**config.mk**
```make
export PLATFORM = sky130hd
export DESIGN_NAME = sreg_guard
export DESIGN_NICKNAME = d
export VERILOG_FILES = /design/src/rtl/sreg_guard_pkg.sv /design/src/rtl/sreg_guard_region.sv /design/src/rtl/sreg_guard_policy.sv /design/src/rtl/sreg_guard_state.sv /design/src/rtl/sreg_guard.sv
export SDC_FILE = /design/constraint.sdc
export NUM_CORES = 1
export LEC_CHECK = 0
export BUFFER_PORTS_ARGS = -buffer_cell sky130_fd_sc_hd__buf_2
export CORE_AREA = 3 3 40 42
export DETAILED_ROUTE_END_ITERATION = 8
export DIE_AREA = 0 0 43 45
export GPL_TIMING_DRIVEN = 0
export PLACE_DENSITY = 0.67
export SLEW_MARGIN = 40
export SYNTH_ARGS = -nofsm -noshare
export SYNTH_HDL_FRONTEND = slang
export SYNTH_SLANG_ARGS = --single-unit
```
**constraint.sdc**
```tcl
create_clock -name clk -period 1.1 [get_ports clk]
set_input_delay 0.22 -clock clk [delete_from_list [all_inputs] [get_ports clk]]
set_output_delay 0.22 -clock clk [all_outputs]
set_load 0.01 [all_outputs]
```
**src/rtl/sreg_guard_pkg.sv**
```systemverilog
// Shared types for the status-register write guard.
// Assumes an 8-bit status byte with fixed bit positions.
package sreg_guard_pkg;

    localparam int SR_W     = 8;
    localparam int LOCK_BIT = 7;
    localparam int SEL_HI   = 3;
    localparam int SEL_LO   = 2;
    localparam int WEL_BIT  = 1;
    localparam int BUSY_BIT = 0;

    typedef enum logic [1:0] {
        REGION_NONE    = 2'b00,
        REGION_QUARTER = 2'b01,
        REGION_HALF    = 2'b10,
        REGION_ALL     = 2'b11
    } region_e;

    typedef struct packed {
        logic    lock;
        region_e sel;
        logic    wel;
        logic    busy;
    } guard_state_t;

    function automatic logic [SR_W-1:0] pack_status(input guard_state_t s);
        logic [SR_W-1:0] b;
        b           = '0;
        b[LOCK_BIT] = s.lock;
        b[SEL_HI:SEL_LO] = s.sel;
        b[WEL_BIT]  = s.wel;
        b[BUSY_BIT] = s.busy;
        return b;
    endfunction

endpackage

```
**src/rtl/sreg_guard_region.sv**
```systemverilog
// Decides whether an address lies in the region selected by the two
// region-select bits. Assumes ADDR_W >= 2; the protected part is always
// the top of the address space.
module sreg_guard_region
    import sreg_guard_pkg::*;
#(
    parameter int ADDR_W = 16
) (
    input  region_e           sel_i,
    input  logic [ADDR_W-1:0] addr_i,
    output logic              hit_o
);

    localparam int TOP = ADDR_W - 1;

    // Compare the top address bits against the selected region size.
    always_comb begin
        unique case (sel_i)
            REGION_NONE:    hit_o = 1'b0;
            REGION_QUARTER: hit_o = addr_i[TOP] & addr_i[TOP-1];
            REGION_HALF:    hit_o = addr_i[TOP];
            default:        hit_o = 1'b1;
        endcase
    end

endmodule

```
**src/rtl/sreg_guard_policy.sv**
```systemverilog
// Combinational grant/deny decision for array and status writes.
// Assumes at most one write strobe per cycle; the clock is used only by
// the assertions guarding the decision.
module sreg_guard_policy
    import sreg_guard_pkg::*;
(
    input  logic         clk,
    input  logic         rst_n,
    input  guard_state_t st_i,
    input  logic         cmd_wrsr_i,
    input  logic         cmd_write_i,
    input  logic         wp_level_i,
    input  logic         region_hit_i,
    output logic         grant_o,
    output logic         deny_o
);

    logic any_req;
    logic hw_locked;
    logic path_open;

    // Hardware lock: lock bit set while the protect pin is driven low.
    assign hw_locked = st_i.lock & ~wp_level_i;

    // A write may only proceed when the latch is armed and no cycle runs.
    assign path_open = st_i.wel & ~st_i.busy;

    assign any_req = cmd_wrsr_i | cmd_write_i;

    // Select the per-command protection check and form the response.
    always_comb begin
        grant_o = 1'b0;
        if (path_open) begin
            if (cmd_write_i)     grant_o = ~region_hit_i;
            else if (cmd_wrsr_i) grant_o = ~hw_locked;
        end
        deny_o = any_req & ~grant_o;
    end

    AST_RESP_EXCLUSIVE: assert property (@(posedge clk) disable iff (!rst_n)
        !(grant_o && deny_o));
    AST_RESP_NEEDS_REQ: assert property (@(posedge clk) disable iff (!rst_n)
        (grant_o || deny_o) |-> (cmd_wrsr_i || cmd_write_i));
    AST_NO_LATCH_NO_GRANT: assert property (@(posedge clk) disable iff (!rst_n)
        grant_o |-> st_i.wel);
    AST_BUSY_DENIES: assert property (@(posedge clk) disable iff (!rst_n)
        (st_i.busy && (cmd_wrsr_i || cmd_write_i)) |-> deny_o);
    AST_REGION_DENIES: assert property (@(posedge clk) disable iff (!rst_n)
        (cmd_write_i && region_hit_i) |-> !grant_o);
    AST_HW_LOCK_DENIES: assert property (@(posedge clk) disable iff (!rst_n)
        (cmd_wrsr_i && st_i.lock && !wp_level_i) |-> !grant_o);

endmodule

```
**src/rtl/sreg_guard_state.sv**
```systemverilog
// Holds the protection state: lock bit, region select, enable latch and
// busy bit. Assumes the grant input is already qualified by the policy.
module sreg_guard_state
    import sreg_guard_pkg::*;
(
    input  logic            clk,
    input  logic            rst_n,
    input  logic            cmd_wren_i,
    input  logic            cmd_wrdi_i,
    input  logic            cmd_wrsr_i,
    input  logic            grant_i,
    input  logic [SR_W-1:0] wr_data_i,
    input  logic            prog_done_i,
    output guard_state_t    st_o
);

    guard_state_t st_q;

    // Sequence the latch, the busy bit and status loads.
    always_ff @(posedge clk) begin
        if (!rst_n) begin
            st_q <= '0;
        end else if (st_q.busy) begin
            if (prog_done_i) begin
                st_q.busy <= 1'b0;
                st_q.wel  <= 1'b0;
            end
        end else if (grant_i) begin
            st_q.busy <= 1'b1;
            if (cmd_wrsr_i) begin
                st_q.lock <= wr_data_i[LOCK_BIT];
                st_q.sel  <= region_e'(wr_data_i[SEL_HI:SEL_LO]);
            end
        end else if (cmd_wren_i) begin
            st_q.wel <= 1'b1;
        end else if (cmd_wrdi_i) begin
            st_q.wel <= 1'b0;
        end
    end

    assign st_o = st_q;

    AST_BUSY_AFTER_GRANT: assert property (@(posedge clk) disable iff (!rst_n)
        (st_q.busy && !$past(st_q.busy)) |-> $past(grant_i));
    AST_DONE_CLEARS: assert property (@(posedge clk) disable iff (!rst_n)
        (st_q.busy && prog_done_i) |=> (!st_q.busy && !st_q.wel));
    AST_FROZEN_WHILE_BUSY: assert property (@(posedge clk) disable iff (!rst_n)
        st_q.busy |=> ($stable(st_q.lock) && $stable(st_q.sel)));
    AST_DISABLE_CLEARS: assert property (@(posedge clk) disable iff (!rst_n)
        (!st_q.busy && cmd_wrdi_i && !cmd_wren_i && !grant_i) |=> !st_q.wel);

endmodule

```
**src/rtl/sreg_guard.sv**
```systemverilog
// Top of the status-register write guard: wires the region decoder, the
// grant policy and the state registers. Assumes command strobes come from
// an instruction decoder, at most one per cycle.
module sreg_guard
    import sreg_guard_pkg::*;
#(
    parameter int ADDR_W = 16
) (
    input  logic              clk,
    input  logic              rst_n,
    input  logic              cmd_wren_i,
    input  logic              cmd_wrdi_i,
    input  logic              cmd_wrsr_i,
    input  logic              cmd_write_i,
    input  logic [ADDR_W-1:0] wr_addr_i,
    input  logic [SR_W-1:0]   wr_data_i,
    input  logic              wp_level_i,
    input  logic              prog_done_i,
    output logic [SR_W-1:0]   status_o,
    output logic              grant_o,
    output logic              deny_o,
    output logic              busy_o
);

    guard_state_t st;
    logic         region_hit;
    logic         grant;
    logic         unused_data;

    // Data bits outside the lock and region fields carry no meaning.
    assign unused_data = ^{wr_data_i[6:4], wr_data_i[1:0]};

    sreg_guard_region #(.ADDR_W(ADDR_W)) region_i (
        .sel_i  (st.sel),
        .addr_i (wr_addr_i),
        .hit_o  (region_hit)
    );

    sreg_guard_policy policy_i (
        .clk          (clk),
        .rst_n        (rst_n),
        .st_i         (st),
        .cmd_wrsr_i   (cmd_wrsr_i),
        .cmd_write_i  (cmd_write_i),
        .wp_level_i   (wp_level_i),
        .region_hit_i (region_hit),
        .grant_o      (grant),
        .deny_o       (deny_o)
    );

    sreg_guard_state state_i (
        .clk         (clk),
        .rst_n       (rst_n),
        .cmd_wren_i  (cmd_wren_i),
        .cmd_wrdi_i  (cmd_wrdi_i),
        .cmd_wrsr_i  (cmd_wrsr_i),
        .grant_i     (grant),
        .wr_data_i   (wr_data_i),
        .prog_done_i (prog_done_i),
        .st_o        (st)
    );

    assign grant_o  = grant;
    assign status_o = pack_status(st);
    assign busy_o   = st.busy;

    AST_ONE_STROBE: assert property (@(posedge clk) disable iff (!rst_n)
        $onehot0({cmd_wren_i, cmd_wrdi_i, cmd_wrsr_i, cmd_write_i}));

endmodule

```
**Yosys cells after proc, flatten, opt, wreduce, memory -nomap -nowiden**

Cells that the tools add are included.

- Register bits: 5
- Bits in latches: 0
- RAM bits: 0
- Memory bits (read-only): 0
- Output and inout port bits: 11
- Logic and storage cells: 32
- Memories kept: 0

- $add $sub $neg: 0
- Multiply operators: 0
- Div/mod/pow operators: 0
- $lt $le $gt $ge: 0
- Eq/ne operators: 4
- Shifts and indexed selects: 0
- Mux-type cells: 10
- Bitwise gates (word level): 10
- Reduce and logical (&&, ||, !) cells: 4

Operator list:

| kind | number |
|---|---|
| $mux W1 | 7 |
| $reduce_and A3 Y1 | 2 |
| $not A1 Y1 | 5 |
| $and A1 B1 Y1 | 4 |
| $mux W2 | 2 |
| $pmux W1 S3 | 1 |
| $reduce_bool A3 Y1 | 1 |
| $eq A2 B1 Y1 const B | 1 |
| $eq A2 B2 Y1 const B | 1 |
| $logic_not A2 Y1 | 1 |
| $ne A2 B1 Y1 const B | 1 |
| $ne A2 B2 Y1 const B | 1 |
| $or A1 B1 Y1 | 1 |

**Longest topological paths before layout**

Gate-level depths: netlist of the first run.

- Word-level depth: 8
- Gate-level depth with buffers: 4
- Gate-level depth less buffers: 4

**Cells and area by module**

A second synthesis of the first run with hierarchy kept.

- Cell total of the unflattened synthesis: 41
- Area total of the unflattened synthesis: 331.6 um^2

Modules (own cells, without submodules):

| module | instances | cells an instance | area each (um^2) |
|---|---|---|---|
| sreg_guard_state | 1 | 24 | 225.2 |
| sreg_guard_policy | 1 | 9 | 58.8 |
| sreg_guard | 1 | 5 | 33.8 |
| sreg_guard_region | 1 | 3 | 13.8 |

**Least setup slack after synthesis of the first run**

No wires, ideal clock.

- Path kind: reg-to-output
- Start point: register state_i.st_q (netlist bit state_i.st_o[3])
- End point: output port deny_o
- Data arrival time: 0.992 ns
- Required time: 0.880 ns
- Slack: -0.112 ns
- Cell stages (with the launch flop): 5
- Cells stage by stage: dfxtp_1 > a21oi_1 > o2111ai_2 > nor2_2 > nor2_1

- Word-level cells in the longest chain between the ends: 7

Ends and longest elaborated chain:

| what | RTL line | RTL |
|---|---|---|
| start, declared | sreg_guard_state.sv:17 | `guard_state_t st_q;` |
| $eq A2 B2 Y1 (tied with other cells) | sreg_guard_region.sv:18 | `unique case (sel_i)` |
| $pmux W1 S3 (*) | sreg_guard_region.sv:18 |  |
| $not A1 Y1 (*) | sreg_guard_policy.sv:34 | `if (cmd_write_i) grant_o = ~region_hit_i;` |
| $mux W1 (*) | sreg_guard_policy.sv:34 |  |
| $mux W1 (*) | sreg_guard_policy.sv:33 | `if (path_open) begin` |
| net grant_o | sreg_guard.sv:20 | `output logic grant_o,` |
| $not A1 Y1 (*) | sreg_guard_policy.sv:37 | `deny_o = any_req & ~grant_o;` |
| $and A1 B1 Y1 (*) | sreg_guard_policy.sv:37 |  |
| end, declared | sreg_guard.sv:21 | `output logic deny_o,` |

Mark *: on every way through the listed nets, which the timed path passes. The rest lies on a longest branch.

**Final worst setup path of the first run**

- Start point: register state_i.st_q (netlist bit state_i.st_o[3])
- End point: output port deny_o

- Word-level cells in the longest chain between the ends: 7

Ends and longest elaborated chain:

| what | RTL line |
|---|---|
| $eq A2 B2 Y1 (tied with other cells) | sreg_guard_region.sv:18 |
| $pmux W1 S3 (*) | sreg_guard_region.sv:18 |
| $not A1 Y1 (*) | sreg_guard_policy.sv:34 |
| $mux W1 (*) | sreg_guard_policy.sv:34 |
| $mux W1 (*) | sreg_guard_policy.sv:33 |
| $not A1 Y1 (*) | sreg_guard_policy.sv:37 |
| $and A1 B1 Y1 (*) | sreg_guard_policy.sv:37 |

Every way passes the cells marked *; elsewhere a longest branch is shown, timed or not.

==> impl_metrics.env, run 1 <==
export IMPL_layout_commonest_cell="buf_2"
export IMPL_cts_tree="built"
export IMPL_cts_root_buf="clkbuf_4"
export IMPL_crit_end="deny_o"
export IMPL_clkPwrFrac_pct=33.3
export IMPL_wire_per_inst_microns=10.78
export IMPL_cp_startpoint="state_i.st_o[3]"
export IMPL_die_area_sq_um=1935
export IMPL_htree_levels=1
export IMPL_largest_reg_flops=5
export IMPL_final_antenna_net_count=0
export IMPL_mostFrequentLayoutCells="buf_2 (17), buf_4 (10), nand2_1 (8)"
export IMPL_outcome="finished, violations left"
export IMPL_hp_class="input pin to flop"
export IMPL_peakVddDrop_mv=0.4656
export IMPL_grt_start_max_net_pins=10
export IMPL_gr_usage_met2_pct=15.57
export IMPL_crit_arrival_ns=1.17
export IMPL_worst_setup_path_start_kind="flop"
export IMPL_cts_buffers=3
export IMPL_ios=43
export IMPL_drt_iter0_drc=7
export IMPL_grt_busiest_layer="met2"
export IMPL_swShare_pct=29.95
export IMPL_yosys_area_share_adder_pct=0
export IMPL_crit_required_ns=0.88
export IMPL_grt_pass1_vias=358
export IMPL_die_h_microns=45
export IMPL_rsz0062_at_grt="yes"
export IMPL_setup_ws_ns=-0.2915
export IMPL_endpoint_kind="output port"
export IMPL_setup_viol=7
export IMPL_slew_violations=0
export IMPL_synth_area_per_cell_sq_um=7.956
export IMPL_layout_min_cycle_time_ns=1.392
export IMPL_worst_path_largest_cell_delay_ns=0.33
export IMPL_worstReg2RegEnd="state_i.st_o[4]"
export IMPL_drv_cap=0
export IMPL_synth_yosys_seq_area_share_pct=32.26
export IMPL_overflow=0
export IMPL_yosysUniqueCellTypes=17
export IMPL_ctsHoldBuffers=0
export IMPL_fin_crit_sh_pct=126.5
export IMPL_path_cells="a21oi_4 > o2111ai_4 > nor2_4 > nor2_4 > buf_6"
export IMPL_synthXorXnorAreaFrac_pct=0
export IMPL_fin_area_sq_um=569.3
export IMPL_grtUsageMet1_pct=12.80
export IMPL_p_comb_share_pct=33.8
export IMPL_timing_fmax_mhz=718.6
export IMPL_diodes=0
export IMPL_synthSimpleGateAreaFrac_pct=21.37
export IMPL_crit_slowest_cell="dfxtp_2"
export IMPL_p_sw_uw=195.2
export IMPL_tns_ns=-1.480
export IMPL_wirelength_microns=916
export IMPL_portBuffers=19
export IMPL_netlist_instances=39
export IMPL_synth_seq_cells=5
export IMPL_initial_core_util_pct=24.15
export IMPL_power_density_nw_per_um2=1145
export IMPL_hold_viol=0
export IMPL_clock_sinks=5
export IMPL_drive_gt1_share_pct=65.71
export IMPL_clock_latency_ns=0.24
export IMPL_clockBufferDepth=2
export IMPL_rr_worst_depth=6
export IMPL_fillers=142
export IMPL_syn_area_sq_um=310.3
export IMPL_violations="setup timing"
export IMPL_r2r_start="state_i.st_o[3]"
export IMPL_grt_antenna_before_repair=0
export IMPL_synthMuxAreaShare_pct=13.31
export IMPL_cp_common_cell="nor2_4"
export IMPL_cp_max_fo=3
export IMPL_grtUsageTotal_pct=10.17
export IMPL_use_met3_pct=3.187
export IMPL_power_leakage_uw=0.0002658
export IMPL_clk_pin_slew_ns=0.04
export IMPL_gp_congestion=0.7029
export IMPL_core_area_sq_um=1285
export IMPL_synth_top_family_by_area="simple AND/OR/NAND/NOR gates"
export IMPL_drc=0
export IMPL_p_int_uw=456.5
export IMPL_fp_dieW_microns=43
export IMPL_grt_pass1_wl_microns=1469
export IMPL_synth_compound_area_share_pct=19.76
export IMPL_rrSetupSlack_ns=-0.21
export IMPL_vias=364
export IMPL_ys_warn_count=0
export IMPL_synthToLayoutAreaGrowth_pct=83.47
export IMPL_skew_ns=0.004716
export IMPL_nNetsFinal=103
export IMPL_critPathKind="flop to output port"
export IMPL_first_pass_iters=4
export IMPL_placed_area_sq_um=467.9
export IMPL_pwr_share_seq_pct=32.9
export IMPL_row_count=13
export IMPL_viasPerCell=4.282
## power groups by stage
| stage | clock network [uW] | registers [uW] | logic [uW] |
|---|---|---|---|
| 6_report | 217 | 214 | 220 |
| 5_1_grt | 227 | 217 | 239 |
| 4_1_cts | 216 | 213 | 196 |
| 3_5_place_dp | 0 | 215 | 169 |
| 3_3_place_gp | 0 | 215 | 166 |
| 2_1_floorplan | 0 | 220 | 105 |
## synthesized netlist by cell type (all sizes together)
master / count / area [sq um]
buf: 5 / 33.78
o21a: 2 / 15.01
nor2: 5 / 21.27
o2111ai: 1 / 15.01
mux2i: 3 / 30.03
inv: 1 / 3.750
a21oi: 2 / 10.01
nand2b: 1 / 6.260
nand2: 9 / 33.78
o32ai: 1 / 16.27
o21ai: 1 / 5.000
dfxtp: 5 / 100.1
mux2: 1 / 11.26
nand3: 1 / 5.000
conb: 1 / 3.750
## kinds of logic (layout without fill, tap and decap cells)
kind of cell,Yosys count,after routing
DFF,5,5
other,1,3
and+or+nand+nor,16,16
muxes,4,4
buffers and inverters,6,35
AOI/OAI and AO/OA,7,7
## timing repair
item / 4_1_cts / 5_1_grt
pin swaps: 3 / 3
endpoints found under the setup margin: 6 / 7
gates cloned: 0 / 0
buffers inserted: 3 / 3
endpoints found under the hold margin: 0 / 0
resized for setup: 4 / 4
## area by class of cell
cell class | count | area (sq um) | share of cell area (%)
plain buffers | 5 | 33.78 | 5.934
clock buffers | 4 | 26.28 | 4.615
inverters | 1 | 3.754 | 0.6593
multi-input cells | 30 | 229.0 | 40.22
flip-flops and latches | 5 | 105.1 | 18.46
well taps | 15 | 18.77 | 3.297
repair buffers | 25 | 152.6 | 26.81
## per-layer routing
metal	wire length, microns	vias up
li1	-	185
met1	382	160
met2	437	19
met3	96	0
met4	0	0
met5	0	-
## worst min-delay path by stage
stage / startpoint / endpoint / slack [ns] / depth (start not counted)
finish: wr_data_i[2] / state_i.st_o[2] / 0.22 / 3
global route: wr_data_i[7] / state_i.st_o[4] / 0.24 / 3
CTS: wr_data_i[2] / state_i.st_o[2] / 0.21 / 3
detailed placement: state_i.st_o[2] / state_i.st_o[2] / 0.46 / 2
global placement: state_i.st_o[2] / state_i.st_o[2] / 0.46 / 2
floorplan: wr_data_i[2] / state_i.st_o[2] / 0.35 / 2
## critical path: cells and delay by family (launching register included)
family                 cells  cell delay (ns)
AO/OA/AOI/OAI              2             0.27
flip-flops                 1             0.33
AND/OR/NAND/NOR            2             0.21
buffers and inverters      1             0.12
## metrics by stage
stage | utilization (%) | hold WS [ns] | cells | total power [uW] | setup slack [ns]
2_1_floorplan | - | 0.3546 | 41 | 324.6 | -0.01176
3_3_place_gp | 36.42 | 0.4575 | 75 | 380.9 | -0.1317
3_5_place_dp | 36.42 | 0.4649 | 75 | 384.8 | -0.1597
4_1_cts | 41.19 | 0.2137 | 82 | 625.3 | -0.3163
5_1_grt | 44.30 | 0.2361 | 85 | 682.1 | -0.3346
6_report | 44.30 | 0.2168 | 85 | 651.7 | -0.2915
Note: power is estimated with default switching activity, not from simulation.
==> run 2, diff against run 1 <==
Settings changed: BUFFER_PORTS_ARGS -buffer_cell sky130_fd_sc_hd__buf_2 to -buffer_cell sky130_fd_sc_hd__clkbuf_2.
==> run 2 against run 1 <==
- the run still ends with setup timing left
- largest power group is now registers
- core utilization fell by 2.0 points
- fmax fell by 0.23%
- total power is 4.6% lower
- setup slack worse by 0.0032 ns
- clock-buffer cell count unchanged
- highest routed layer is now met4
==> impl_metrics.env, run 2 (synthesized netlist as in run 1, its figures left out) <==
export IMPL_r2r_start="state_i.st_o[3]"
export IMPL_final_antenna_net_count=0
export IMPL_fillers=143
export IMPL_worst_path_largest_cell_delay_ns=0.33
export IMPL_clock_sinks=5
export IMPL_dp_hpwl_microns=663.4
export IMPL_cts_buffers=3
export IMPL_cp_max_fo=3
export IMPL_first_pass_iters=2
export IMPL_p_int_uw=437.5
export IMPL_row_count=13
export IMPL_layout_min_cycle_time_ns=1.395
export IMPL_hold_viol=0
export IMPL_final_cells=82
export IMPL_outcome="finished, violations left"
export IMPL_path_delay_family="flip-flops"
export IMPL_grt_start_max_net_pins=10
export IMPL_wirelength_microns=826
export IMPL_drc=0
export IMPL_peakVddDrop_mv=0.4653
export IMPL_pwr_share_seq_pct=34.5
export IMPL_htree_levels=1
export IMPL_overflow=0
export IMPL_power_leakage_uw=0.0002473
export IMPL_clk_pin_slew_ns=0.04
export IMPL_regArea_sq_um=107.6
export IMPL_crit_required_ns=0.88
export IMPL_clock_latency_ns=0.24
export IMPL_core_area_sq_um=1285
export IMPL_setup_ws_ns=-0.2947
export IMPL_worst_setup_path_start_kind="flop"
export IMPL_critPathKind="flop to output port"
export IMPL_fin_crit_sh_pct=126.8
export IMPL_clockBufferDepth=2
export IMPL_hold_end="state_i.st_o[2]"
export IMPL_vias=363
export IMPL_hold_ws_ns=0.2083
export IMPL_hp_start="wr_data_i[2]"
export IMPL_dp_cells=75
export IMPL_worstReg2RegEnd="state_i.st_o[4]"
export IMPL_multi_input_area_sq_um=229.0
export IMPL_synthToLayoutAreaGrowth_pct=75.00
export IMPL_layout_commonest_cell="clkbuf_2"
export IMPL_hp_class="input pin to flop"
export IMPL_p_sw_uw=184.2
export IMPL_postLayoutCoreUtil_pct=42.26
export IMPL_cp_common_cell="nor2_4"
export IMPL_diodes=0
export IMPL_mostFrequentLayoutCells="clkbuf_2 (18), nand2_1 (8), buf_4 (7)"
export IMPL_drv_cap=0
export IMPL_rr_worst_depth=5
export IMPL_die_h_microns=45
export IMPL_rsz0062_at_grt="yes"
export IMPL_power_density_nw_per_um2=1145
export IMPL_ios=43
export IMPL_cts_tree="built"
export IMPL_timing_fmax_mhz=717.0
export IMPL_cts_root_buf="clkbuf_4"
export IMPL_whs_path_depth=3
export IMPL_p_comb_share_pct=31.5
export IMPL_violations="setup timing"
export IMPL_die_area_sq_um=1935
export IMPL_grtUsageTotal_pct=9.850
export IMPL_ctsHoldBuffers=0
export IMPL_path_cells="a21oi_4 > o2111ai_4 > nor2_4 > nor2_4 > clkbuf_2"
export IMPL_viasPerCell=4.427
export IMPL_initial_core_util_pct=24.15
export IMPL_slew_violations=0
export IMPL_setup_viol=7
export IMPL_crit_arrival_ns=1.17
export IMPL_cp_startpoint="state_i.st_o[3]"
export IMPL_endpoint_kind="output port"
export IMPL_grt_pass1_vias=334
export IMPL_largest_reg_flops=5
export IMPL_drive_gt1_share_pct=64.18
export IMPL_gp_congestion=0.6971
export IMPL_drt_iter0_drc=1
export IMPL_nNetsFinal=100
export IMPL_fp_dieW_microns=43
export IMPL_portBuffers=19
export IMPL_rrSetupSlack_ns=-0.08
export IMPL_clkPwrFrac_pct=34.0
export IMPL_grt_antenna_before_repair=0
export IMPL_crit_slowest_cell="dfxtp_2"
export IMPL_grt_pass1_wl_microns=1373
export IMPL_critPathBufInv=1
export IMPL_wire_per_inst_microns=10.07
export IMPL_swShare_pct=29.63
export IMPL_skew_ns=0.002825
## run 2: changes by cell type in the layout (fill, tap and decap cells not counted), sizes merged
cell    before  now
buf         30    9
clkbuf       4   22
## run 2: layout make-up
type	count	share of cell area, %
well taps	15	3.456
multi-input cells	30	42.17
plain buffers	5	6.221
clock buffers	4	4.839
repair buffers	22	22.81
inverters	1	0.6912
flip-flops and latches	5	19.82
## run 2: worst reg2reg max path, delay by kind of cell (launching register included)
kind | cells | cell delay [ns]
buffers and inverters | 1 | 0.18
AOI/OAI and AO/OA | 2 | 0.28
and+or+nand+nor | 1 | 0.13
muxes | 1 | 0.20
DFF | 1 | 0.33
## run 2: worst max path at each step
stage / endpoint / cells past startpoint
after global routing: deny_o / 5
after floorplan: state_i.st_o[2] / 4
after CTS: deny_o / 5
after global placement: grant_o / 5
final: deny_o / 5
after detailed placement: grant_o / 5
## run 2: power by group through the flow
stage | combinational [uW] | sequential (uW) | clock [uW]
floorplan | 105 | 220 | 0
global placement | 166 | 216 | 0
detailed placement | 168 | 216 | 0
CTS | 180 | 214 | 219
global route | 214 | 217 | 235
finish | 196 | 214 | 211
## run 2: layer usage
layer  global-route usage [%]  share of wire [%]
met1                    11.65                 38
met5                        0                  0
met2                    14.67                 50
met3                    3.586                 11
met4                    7.229               0.48
## run 2: what timing repair did
item	CTS	global route
pin swaps	2	4
buffers inserted	2	1
resized for setup	3	6
endpoints found under the setup margin	6	8
## run 2: stage by stage
stage | setup WS [ns] | total power, uW | setup TNS, ns | instance area (sq um)
4_1_cts | -0.3474 | 612.7 | -1.033 | 513.0
3_3_place_gp | -0.1182 | 381.6 | -0.4479 | 467.9
2_1_floorplan | -0.01176 | 324.6 | -0.04076 | 354.1
3_5_place_dp | -0.1382 | 384.9 | -0.5416 | 467.9
5_1_grt | -0.3530 | 665.9 | -1.287 | 543.0
6_report | -0.2947 | 621.7 | -0.8566 | 543.0
